--- config.mk ---
export PLATFORM = sky130hd
export DESIGN_NAME = mii_rx_qualifier
export DESIGN_NICKNAME = d
export VERILOG_FILES = /design/src/rtl/mii_rxq_pkg.sv /design/src/rtl/rxq_gate.sv /design/src/rtl/rxq_packer.sv /design/src/rtl/rxq_framer.sv /design/src/rtl/mii_rx_qualifier.sv
export SDC_FILE = /design/constraint.sdc
export NUM_CORES = 1
export LEC_CHECK = 0
export BUFFER_PORTS_ARGS = -buffer_cell sky130_fd_sc_hd__buf_4
export CORE_UTILIZATION = 33
export CTS_BUF_LIST = sky130_fd_sc_hd__clkbuf_16
export DETAILED_ROUTE_END_ITERATION = 8
export PLACE_DENSITY_LB_ADDON = 0.12
export SYNTH_ARGS = -nofsm -noshare
export SYNTH_HDL_FRONTEND = slang
export SYNTH_HIERARCHICAL = 1
export SYNTH_SLANG_ARGS = --single-unit
--- constraint.sdc ---
create_clock -name rx_clk -period 3.4 [get_ports rx_clk]
set_input_delay 0.34 -clock rx_clk [delete_from_list [all_inputs] [get_ports rx_clk]]
set_output_delay 0.34 -clock rx_clk [all_outputs]
set_load 0.005 [all_outputs]
--- src/rtl/mii_rxq_pkg.sv ---
package mii_rxq_pkg;

  localparam int unsigned MII_W = 4;

  typedef enum logic {
    RATE_10  = 1'b0,
    RATE_100 = 1'b1
  } rate_e;

endpackage

--- src/rtl/rxq_gate.sv ---
module rxq_gate
  import mii_rxq_pkg::*;
(
  input  rate_e rate,
  input  logic  dv_need,
  input  logic  rx_dv,
  input  logic  crs,
  output logic  qual
);

  always_comb begin
    if (rate == RATE_100) begin
      qual = rx_dv;
    end else if (dv_need) begin
      qual = rx_dv & crs;
    end else begin
      qual = crs;
    end
  end

endmodule

--- src/rtl/rxq_packer.sv ---
module rxq_packer #(
  parameter int unsigned W = 4
) (
  input  logic         clk,
  input  logic         rst,
  input  logic         en,
  input  logic         take,
  input  logic         bit_in,
  output logic         done,
  output logic [W-1:0] word,
  output logic         part
);

  localparam int unsigned CW   = (W > 1) ? $clog2(W) : 1;
  localparam logic [CW-1:0] LAST = CW'(W - 1);

  logic [CW-1:0] cnt;
  logic [W-1:0]  shreg;

  assign done = take && (cnt == LAST);
  assign part = (cnt != '0);

  for (genvar i = 0; i < W; i++) begin : g_word
    if (i == W - 1) begin : g_top
      assign word[i] = bit_in;
    end else begin : g_low
      assign word[i] = shreg[i];
    end
  end

  always_ff @(posedge clk) begin
    if (rst || !en) begin
      cnt   <= '0;
      shreg <= '0;
    end else if (take) begin
      if (done) begin
        cnt   <= '0;
        shreg <= '0;
      end else begin
        cnt        <= cnt + 1'b1;
        shreg[cnt] <= bit_in;
      end
    end else begin
      cnt   <= '0;
      shreg <= '0;
    end
  end

  assert_pack_spacing_R7: assert property (@(posedge clk) disable iff (rst)
    done |=> !done);

endmodule

--- src/rtl/rxq_framer.sv ---
module rxq_framer #(
  parameter int unsigned W = 4
) (
  input  logic         clk,
  input  logic         rst,
  input  logic         qual,
  input  logic         cand_vld,
  input  logic [W-1:0] cand_data,
  input  logic         partial,
  output logic         nib_vld,
  output logic [W-1:0] nib_data,
  output logic         frm_sof,
  output logic         frm_eof,
  output logic         frm_dribble
);

  logic in_frm;
  logic sof_pend;
  logic closing;

  assign closing = in_frm && !qual;

  always_ff @(posedge clk) begin
    if (rst) begin
      nib_vld     <= 1'b0;
      nib_data    <= '0;
      frm_sof     <= 1'b0;
      frm_eof     <= 1'b0;
      frm_dribble <= 1'b0;
      in_frm      <= 1'b0;
      sof_pend    <= 1'b0;
    end else begin
      nib_vld     <= cand_vld;
      if (cand_vld) begin
        nib_data <= cand_data;
      end
      frm_sof     <= cand_vld && (sof_pend || !in_frm);
      frm_eof     <= closing;
      frm_dribble <= closing && partial;
      in_frm      <= qual;
      if (!qual || cand_vld) begin
        sof_pend <= 1'b0;
      end else if (!in_frm) begin
        sof_pend <= 1'b1;
      end
    end
  end

  assert_sof_has_valid_R8: assert property (@(posedge clk) disable iff (rst)
    frm_sof |-> nib_vld);

  assert_eof_no_valid_R9: assert property (@(posedge clk) disable iff (rst)
    frm_eof |-> !nib_vld);

  assert_eof_single_R9: assert property (@(posedge clk) disable iff (rst)
    frm_eof |=> !frm_eof);

  assert_dribble_on_eof_R10: assert property (@(posedge clk) disable iff (rst)
    frm_dribble |-> frm_eof);

endmodule

--- src/rtl/mii_rx_qualifier.sv ---
module mii_rx_qualifier
  import mii_rxq_pkg::*;
#(
  parameter int unsigned W = MII_W
) (
  input  logic         rx_clk,
  input  logic         rst,
  input  logic         rate_sel,
  input  logic         dv_gate_en,
  input  logic         rx_dv,
  input  logic         crs,
  input  logic [W-1:0] rxd,
  output logic         nib_vld,
  output logic [W-1:0] nib_data,
  output logic         frm_sof,
  output logic         frm_eof,
  output logic         frm_dribble
);

  rate_e        rate;
  logic         qual;
  logic         serial;
  logic         pk_done;
  logic [W-1:0] pk_word;
  logic         pk_part;
  logic         cand_vld;
  logic [W-1:0] cand_data;

  assign rate   = rate_e'(rate_sel);
  assign serial = (rate == RATE_10);

  rxq_gate u_gate (
    .rate    (rate),
    .dv_need (dv_gate_en),
    .rx_dv   (rx_dv),
    .crs     (crs),
    .qual    (qual)
  );

  rxq_packer #(.W(W)) u_pack (
    .clk    (rx_clk),
    .rst    (rst),
    .en     (serial),
    .take   (qual && serial),
    .bit_in (rxd[0]),
    .done   (pk_done),
    .word   (pk_word),
    .part   (pk_part)
  );

  always_comb begin
    if (serial) begin
      cand_vld  = pk_done;
      cand_data = pk_word;
    end else begin
      cand_vld  = qual;
      cand_data = rxd;
    end
  end

  rxq_framer #(.W(W)) u_frame (
    .clk         (rx_clk),
    .rst         (rst),
    .qual        (qual),
    .cand_vld    (cand_vld),
    .cand_data   (cand_data),
    .partial     (pk_part && serial),
    .nib_vld     (nib_vld),
    .nib_data    (nib_data),
    .frm_sof     (frm_sof),
    .frm_eof     (frm_eof),
    .frm_dribble (frm_dribble)
  );

  assert_fast_nibble_R2: assert property (@(posedge rx_clk) disable iff (rst)
    (!$past(rst) && $past(rate_sel) && $past(rx_dv)) |-> (nib_vld && nib_data == $past(rxd)));

  assert_dribble_serial_R10: assert property (@(posedge rx_clk) disable iff (rst)
    (!$past(rst) && frm_dribble) |-> !$past(rate_sel));

endmodule

### After elaboration in Yosys (flattened, before gate mapping)

Cells that the tools add are included.

* flip-flop bits (word level): 16
* input port bits: 10
* output and inout bits: 8
* word-level logic and storage cells: 38

* add/subtract/negate cells: 1
* $lt $le $gt $ge: 2
* equal/unequal tests: 1
* muxes and demuxes: 7
* bitwise logic cells: 3
* reduce and logical (&&, ||, !) cells: 15

Operator list (number)
* $logic_and A1 B1 Y1: 7
* $bwmux W4: 1
* $mux W1: 4
* $mux W4: 1
* $logic_or A1 B1 Y1: 3
* $lt A2 B3 Y1 const B: 1
* $reduce_or A3 Y1: 1
* $add A2 B1 Y2 const B: 1
* $demux W1 S2: 1
* $eq A2 B2 Y1 const B: 1
* $ge A2 B1 Y1 const B: 1
* $logic_not A1 Y1: 2
* $not A1 Y1: 2
* $reduce_bool A2 Y1: 1
* $reduce_or A2 Y1: 1
* $and A1 B1 Y1: 1

### Longest topological paths before layout

Gate-level depths: netlist of run 1.

* word-level depth: 8
* gate-level depth with buffers: 8
* depth with buffers taken out: 7

### Hierarchy

The synthesis of run 1 kept the hierarchy.

By module, submodules not included
* rxq_framer: instances 1, cells each 26, area an instance 335.3 µm², seq. area each 200.2 µm²
* rxq_packer: instances 1, cells each 24, area an instance 255.2 µm², seq. area each 100.1 µm²
* mii_rx_qualifier: instances 1, cells each 9, area an instance 107.6 µm², seq. area each 0.0 µm²
* rxq_gate: instances 1, cells each 2, area an instance 12.5 µm², seq. area each 0.0 µm²

### Least setup slack after synthesis of run 1

No wires, ideal clock.

* path type: input port to flip-flop
* start: in rate_sel
* end: reg u_frame.frm_sof
* setup time: 0.123 ns
* data arrival time: 1.588 ns
* required time: 3.277 ns
* setup slack: 1.689 ns
* stages on the path: 8
* path buffers: 1
* cell sequence: nor2_1 -> o22a_1 -> and2b_2 -> and2_1 -> mux2_4 -> buf_6 -> nor2b_2 -> nor2b_4

* cells in the longest elaborated chain, start to end: 5
* elaborated cells on any way between the ends: 6
* classes of those cells: mux (2); bitwise (1); reduce/logical (3)

RTL lines
* from (decl): RTL line mii_rx_qualifier.sv:8 `input logic rate_sel,`
* $mux W1: RTL line rxq_gate.sv:12 `if (rate == RATE_100) begin`
* net qual: RTL line mii_rx_qualifier.sv:21 `logic qual;`
* $logic_and A1 B1 Y1: RTL line mii_rx_qualifier.sv:44 `.take (qual && serial),`
* $logic_and A1 B1 Y1: RTL line rxq_packer.sv:20 `assign done = take && (cnt == LAST);`
* net pk_done: RTL line mii_rx_qualifier.sv:23 `logic pk_done;`
* $mux W1: RTL line mii_rx_qualifier.sv:52 `if (serial) begin`
* net cand_vld: RTL line mii_rx_qualifier.sv:26 `logic cand_vld;`
* $logic_and A1 B1 Y1: RTL line rxq_framer.sv:37 `frm_sof <= cand_vld && (sof_pend || !in_frm);`
* to (signal assigned): RTL line rxq_framer.sv:37
* to (decl): RTL line rxq_framer.sv:12 `output logic frm_sof,`

The timed path passes the listed nets, and every way through them passes these cells.
A chain may end at the register's enable or synchronous reset.

### Worst setup path in the final report of run 1

Same ends and word-level chain as after synthesis.

==> results.json, run 1 <==
{
  "synth_fp_nets": 75,
  "track_usage_pct": 11.1,
  "cp_data_arrival_time_ns": 1.78,
  "clock.fmax_mhz": 605,
  "rr_endpoint": "u_frame/frm_sof$_SDFF_PP0_",
  "fp.dieH_um": 48.4,
  "synth_compound_area_share_pct": 1.23,
  "cts_tree": "built",
  "path_clk_slew_ns": 0.05,
  "cts_root_buffer": "clkbuf_16",
  "setup_violations": 0,
  "chipWidth_um": 48.4,
  "r2r_slack_ns": 1.99,
  "drv_slew": 0,
  "tritoncts.num_buffers": 3,
  "fin_crit_sh_pct": 48.6,
  "num_antenna_cells": 0,
  "vias_per_cell": 4.25,
  "wl_per_cell_um": 10.2,
  "crit_buf_inv": 1,
  "power_density_mw_per_mm2": 486,
  "yosys.area_share.simple_pct": 22.2,
  "drive_gt1_share_pct": 41.8,
  "max_slew_margin_pct": 79.2,
  "vias": 451,
  "clk_latency_ns": 0.24,
  "synth_xor_area_share_pct": 0,
  "rows": 16,
  "place_congestion": 0.641,
  "cts_sinks": 15,
  "grt_max_degree": 11,
  "synth_top_family_by_area": "simple AND/OR/NAND/NOR gates",
  "yosys_warnings": 6,
  "ioPinCount": 18,
  "final_cells": 106,
  "synthAdderAreaFrac_pct": 7.04,
  "async_reset_ff_share_pct": 0,
  "ys_seq_area_share_pct": 42.3,
  "ant_nets": 0,
  "cp.depth": 8,
  "areaGrowthSynthToFinish_pct": 29.6,
  "synth.top_cells.by_area": "dfxtp_1 42%, mux2_4 11%, mux2i_1 9.9%, ha_1 7.0%, nor2_1 5.3%",
  "cp_top_family": "simple AND/OR/NAND/NOR gates",
  "synth_top_area_share_pct": 42.3,
  "die_area_mm2": 0.00234,
  "syn_avg_cell_area_um2": 11.7,
  "seq_power_share_pct": 41.2,
  "min-delay-path-class": "in -> reg",
  "switching_share_pct": 18.8,
  "setup_tns_ns": 0,
  "start_util_pct": 35.5,
  "synth.most_common_cell": "dfxtp_1",
  "path_max_fanout": 10,
  "core_area_mm2": 0.00200,
  "ys.flop_type": "dfxtp_1",
  "drt-total-wl_mm": 1.08,
  "synthDistinctLibCells": 16,
  "synth_top_area_cell": "dfxtp_1",
  "muxShareOfSynthArea_pct": 20.4,
  "crit_path_top_delay_cell": "mux2_4",
  "place_hpwl_um": 860,
  "drcViolationCount": 0,
  "fillCellCount": 206,
  "antenna_found_initial": 0,
  "rsz0062_at_grt": "no",
  "drtIter0Drc": 1,
  "drv_cap": 0,
  "timing.rr.start": "u_pack/cnt[0]$_SDFF_PP0_",
  "cts_htree_levels": 1,
  "cts.repair.resized": 0,
  "synth_cells": 61,
  "synth_seq_cells": 15,
  "critPathLaunch": "rate_sel",
  "crit_chain": "buf_4 > nor2_1 > o22a_1 > and2b_2 > and2_1 > mux2_4 > nor2b_2 > nor2b_4",
  "worstMarginPinSlew_ns": 0.311,
  "status": "finished clean",
  "finClkSkew_ns": 0.00179,
  "switching_power_mw": 0.0843,
  "min_period_ns": 1.65,
  "p_int_mw": 0.364,
  "grt_pass1_vias": 462,
  "holdBufCountCts": 0,
  "leakagePower_nw": 0.424,
  "dr.pass1.iters": 2,
  "worst_setup_path_end_kind": "flip-flop",
  "synth_edf_count": 0,
  "cts_max_path_buffers": 2,
  "syn_area_um2": 711,
  "dp.cells": 102,
  "start_kind": "input pin",
  "crit_type": "in -> reg",
  "synthTopCellsByCount": "15 x dfxtp_1, 10 x nor2_1, 7 x mux2i_1",
  "grt_pass1_wl_mm": 1.95,
  "hold_violations": 0,
  "required_ns": 3.52,
  "nets": 94,
  "clkPwrFrac_pct": 49.2,
  "comb_power_share_pct": 9.7,
  "vdd_ir_drop_max_v": 0.000294,
  "post_cts_buffers": 0,
  "cp_slowest_stage_delay_ns": 0.31,
  "portBuffers": 17,
  "overflow": 0,
  "endpoint": "u_frame/frm_sof$_SDFF_PP0_",
  "r2r_cells": 5
}
==> placed cells by master, fill, tap and decap left out, drive strengths merged <==
cell / count
o22a: 1
nor2b: 4
inv: 6
mux2i: 7
nor3b: 2
dfxtp: 15
nand4bb: 1
and2: 2
buf: 17
and2b: 2
nor2: 10
mux2: 5
ha: 4
clkbuf: 3
==> registers in the layout, indices dropped and copies added (netlist names) <==
signal	count
u_frame/nib_data	4
u_pack/cnt	2
u_frame/frm_dribble	1
u_pack/shreg	3
u_frame/nib_vld	1
u_frame/frm_eof	1
u_frame/sof_pend	1
u_frame/in_frm	1
u_frame/frm_sof	1
==> routing by layer <==
metal  track usage (%)  vias to the layer above  share of wire [%]
met5                 0                        -                  0
li1                  -                      230                  -
met3              5.03                        2                5.1
met1              11.5                      210                 44
met4              4.41                        0                1.0
met2              19.5                        9                 50
==> cells by family (layout without fill, tap and decap cells) <==
kind of cell	count (synthesis)	after routing
mux	12	12
buf+inv	8	26
simple gates	21	21
compound gates	1	1
fa+ha+maj	4	4
flops	15	15
==> worst min-delay path by stage <==
stage | startpoint | end | slack [ns] | cells past startpoint
4_1_cts | rst | u_frame/nib_data[3]$_SDFFE_PP0P_ | 0.35 | 2
5_1_grt | rst | u_frame/nib_vld$_SDFF_PP0_ | 0.36 | 2
3_3_place_gp | u_pack/cnt[0]$_SDFF_PP0_ | u_pack/cnt[0]$_SDFF_PP0_ | 0.45 | 1
6_report | rst | u_frame/nib_data[0]$_SDFFE_PP0P_ | 0.35 | 2
3_5_place_dp | u_pack/cnt[0]$_SDFF_PP0_ | u_pack/cnt[0]$_SDFF_PP0_ | 0.46 | 1
2_1_floorplan | rst | u_frame/in_frm$_SDFF_PP0_ | 0.41 | 1
==> area by class of cell <==
class                           count  area, µm²  share of cell area, %
Multi-Input combinational cell     38        362                   39.3
Sequential cell                    15        300                   32.6
Clock inverter                      1       3.75                  0.408
Timing Repair Buffer               17        128                   13.9
Inverter                            5       18.8                   2.04
Clock buffer                        3       75.1                   8.15
Tap cell                           27       33.8                   3.67
==> power groups by stage <==
| stage | sequential (mW) | clock [mW] | combinational [mW] |
|---|---|---|---|
| floorplan | 0.188 | 0 | 0.0290 |
| global placement | 0.188 | 0 | 0.0439 |
| detailed placement | 0.188 | 0 | 0.0440 |
| CTS | 0.184 | 0.226 | 0.0442 |
| global route | 0.185 | 0.236 | 0.0475 |
| finish | 0.184 | 0.220 | 0.0433 |
==> stage by stage <==
stage          hold WS (ns)  instance area, µm²  worst slack (ns)  utilization, %  power, mW
3_3_place_gp          0.453                 842              1.49            42.1      0.232
5_1_grt               0.357                 921              1.69            46.0      0.468
3_5_place_dp          0.460                 842              1.49            42.1      0.232
6_report              0.348                 921              1.75            46.0      0.448
2_1_floorplan         0.410                 711              1.69               -      0.217
4_1_cts               0.347                 921              1.74            46.0      0.455
Note: power is estimated with default switching activity, not from simulation.
==> inputs of run 2 (changes only) <==
==> constraint.sdc (replaced) <==
create_clock -name rx_clk -period 1.4 [get_ports rx_clk]
set_input_delay 0.14 -clock rx_clk [delete_from_list [all_inputs] [get_ports rx_clk]]
set_output_delay 0.14 -clock rx_clk [all_outputs]
set_load 0.005 [all_outputs]
==> run 2 against run 1 <==
Net effect: flip-flop and latch count is the same; power grew 150%; clock skew about the same; design area up 5.0%; sequential share of layout area down 1.6 points; clock power is 150% higher.
==> results.json, run 2 (synthesis gave the netlist of run 1 again) <==
{
  "vias": 468,
  "crit_path_top_delay_cell": "dfxtp_1",
  "hold_slack_ns": 0.150,
  "drcViolationCount": 0,
  "start_kind": "flip-flop",
  "cp.depth": 5,
  "crit_chain": "ha_2 > and2_1 > mux2_4 > nor2b_4 > nor2b_4",
  "largest-register": "u_frame/nib_data",
  "path_clk_slew_ns": 0.05,
  "post_cts_buffers": 0,
  "portBuffers": 17,
  "ant_nets": 0,
  "path_max_fanout": 6,
  "cts_htree_levels": 1,
  "chipWidth_um": 48.4,
  "leakagePower_nw": 0.446,
  "setup_tns_ns": 0,
  "reg_top3": "u_frame/nib_data x4, u_pack/shreg x3, u_pack/cnt x2",
  "overflow": 0,
  "drtIter0Drc": 2,
  "finClkSkew_ns": 0.00176,
  "drv_slew": 0,
  "vdd_ir_drop_max_v": 0.000836,
  "track_usage_pct": 10.7,
  "final_common_cell": "buf_4",
  "holdBufCountCts": 0,
  "grt_pass1_vias": 414,
  "max_slew_margin_pct": 77.7,
  "rr_endpoint": "u_frame/frm_sof$_SDFF_PP0_",
  "cts_sinks": 15,
  "grt_max_degree": 10,
  "rsz0062_at_grt": "no",
  "worstMarginPinSlew_ns": 0.333,
  "antenna_found_initial": 0,
  "nets": 99,
  "clock.fmax_mhz": 750,
  "start_util_pct": 35.5,
  "vias_per_cell": 4.22,
  "r2r_slack_ns": 0.07,
  "layout_common_cells": "22 x buf_4, 15 x dfxtp_1, 10 x nor2_1",
  "die_area_mm2": 0.00234,
  "required_ns": 1.53,
  "cts_max_path_buffers": 2,
  "hold_start": "rst",
  "cts_tree": "built",
  "dp_slack_ns": -0.0873,
  "status": "finished clean",
  "timing.rr.start": "u_pack/cnt[1]$_SDFF_PP0_",
  "grt_pass1_wl_mm": 1.81,
  "ioPinCount": 18,
  "areaGrowthSynthToFinish_pct": 36.1,
  "drive_gt1_share_pct": 47.6,
  "largest_reg_flops": 4,
  "final.setup.worst_slack_ns": 0.0663,
  "rows": 16,
  "hold_violations": 0,
  "crit_buf_inv": 0,
  "place_congestion": 0.639,
  "r2r_cells": 5,
  "worst_setup_path_end_kind": "flip-flop",
  "clk_latency_ns": 0.24,
  "cp_common_cell": "nor2b_4",
  "fin_crit_sh_pct": 95.3,
  "fp.dieH_um": 48.4,
  "cp_slowest_stage_delay_ns": 0.32,
  "place_hpwl_um": 839,
  "drv_cap": 0,
  "crit_type": "reg -> reg",
  "power_density_mw_per_mm2": 1150,
  "core_area_mm2": 0.00200,
  "wl_per_cell_um": 9.64,
  "min_period_ns": 1.33,
  "setup_violations": 0,
  "endpoint": "u_frame/frm_sof$_SDFF_PP0_",
  "tritoncts.num_buffers": 3,
  "cp_top_family": "simple AND/OR/NAND/NOR gates",
  "cts_root_buffer": "clkbuf_16",
  "critPathLaunch": "u_pack/cnt[1]$_SDFF_PP0_",
  "num_antenna_cells": 0,
  "cp_data_arrival_time_ns": 1.46,
  "drt-total-wl_mm": 1.07,
  "min-delay-path-class": "in -> reg",
  "dr.pass1.iters": 2,
  "cts.repair.resized": 0
}
run 2: area by class of cell:
cell class | instances | area, µm²
Clock buffer | 3 | 75.1
Inverter | 5 | 18.8
Tap cell | 27 | 33.8
Clock inverter | 1 | 5.00
Multi-Input combinational cell | 38 | 369
Timing Repair Buffer | 22 | 165
Sequential cell | 15 | 300
Fill cell | 195 | 1030
run 2: worst min path at each step:
stage	cells after the start	end
global route	2	u_frame/nib_vld$_SDFF_PP0_
finish	2	u_frame/nib_vld$_SDFF_PP0_
global placement	2	u_frame/nib_vld$_SDFF_PP0_
detailed placement	2	u_frame/nib_vld$_SDFF_PP0_
floorplan	1	u_frame/nib_vld$_SDFF_PP0_
CTS	2	u_frame/nib_vld$_SDFF_PP0_
run 2: layer usage:
layer	global-route usage, %	part of all wire [%]
met1	11.8	44
met2	16.2	49
met3	6.92	5.8
met4	4.41	1.1
met5	0	0
run 2: where the power goes:
part	internal (mW)	switching, mW
Sequential	0.442	0.00485
Clock	0.381	0.166
Combinational	0.0746	0.0447
Total	0.897	0.216
run 2: per-stage QoR:
stage / area [µm²] / instances / power [mW] / utilization, %
after floorplan: 716 / 61 / 0.527 / -
after global placement: 885 / 107 / 0.575 / 44.2
after detailed placement: 885 / 107 / 0.576 / 44.2
after CTS: 965 / 111 / 1.13 / 48.2
after global routing: 967 / 111 / 1.16 / 48.3
final: 967 / 111 / 1.11 / 48.3
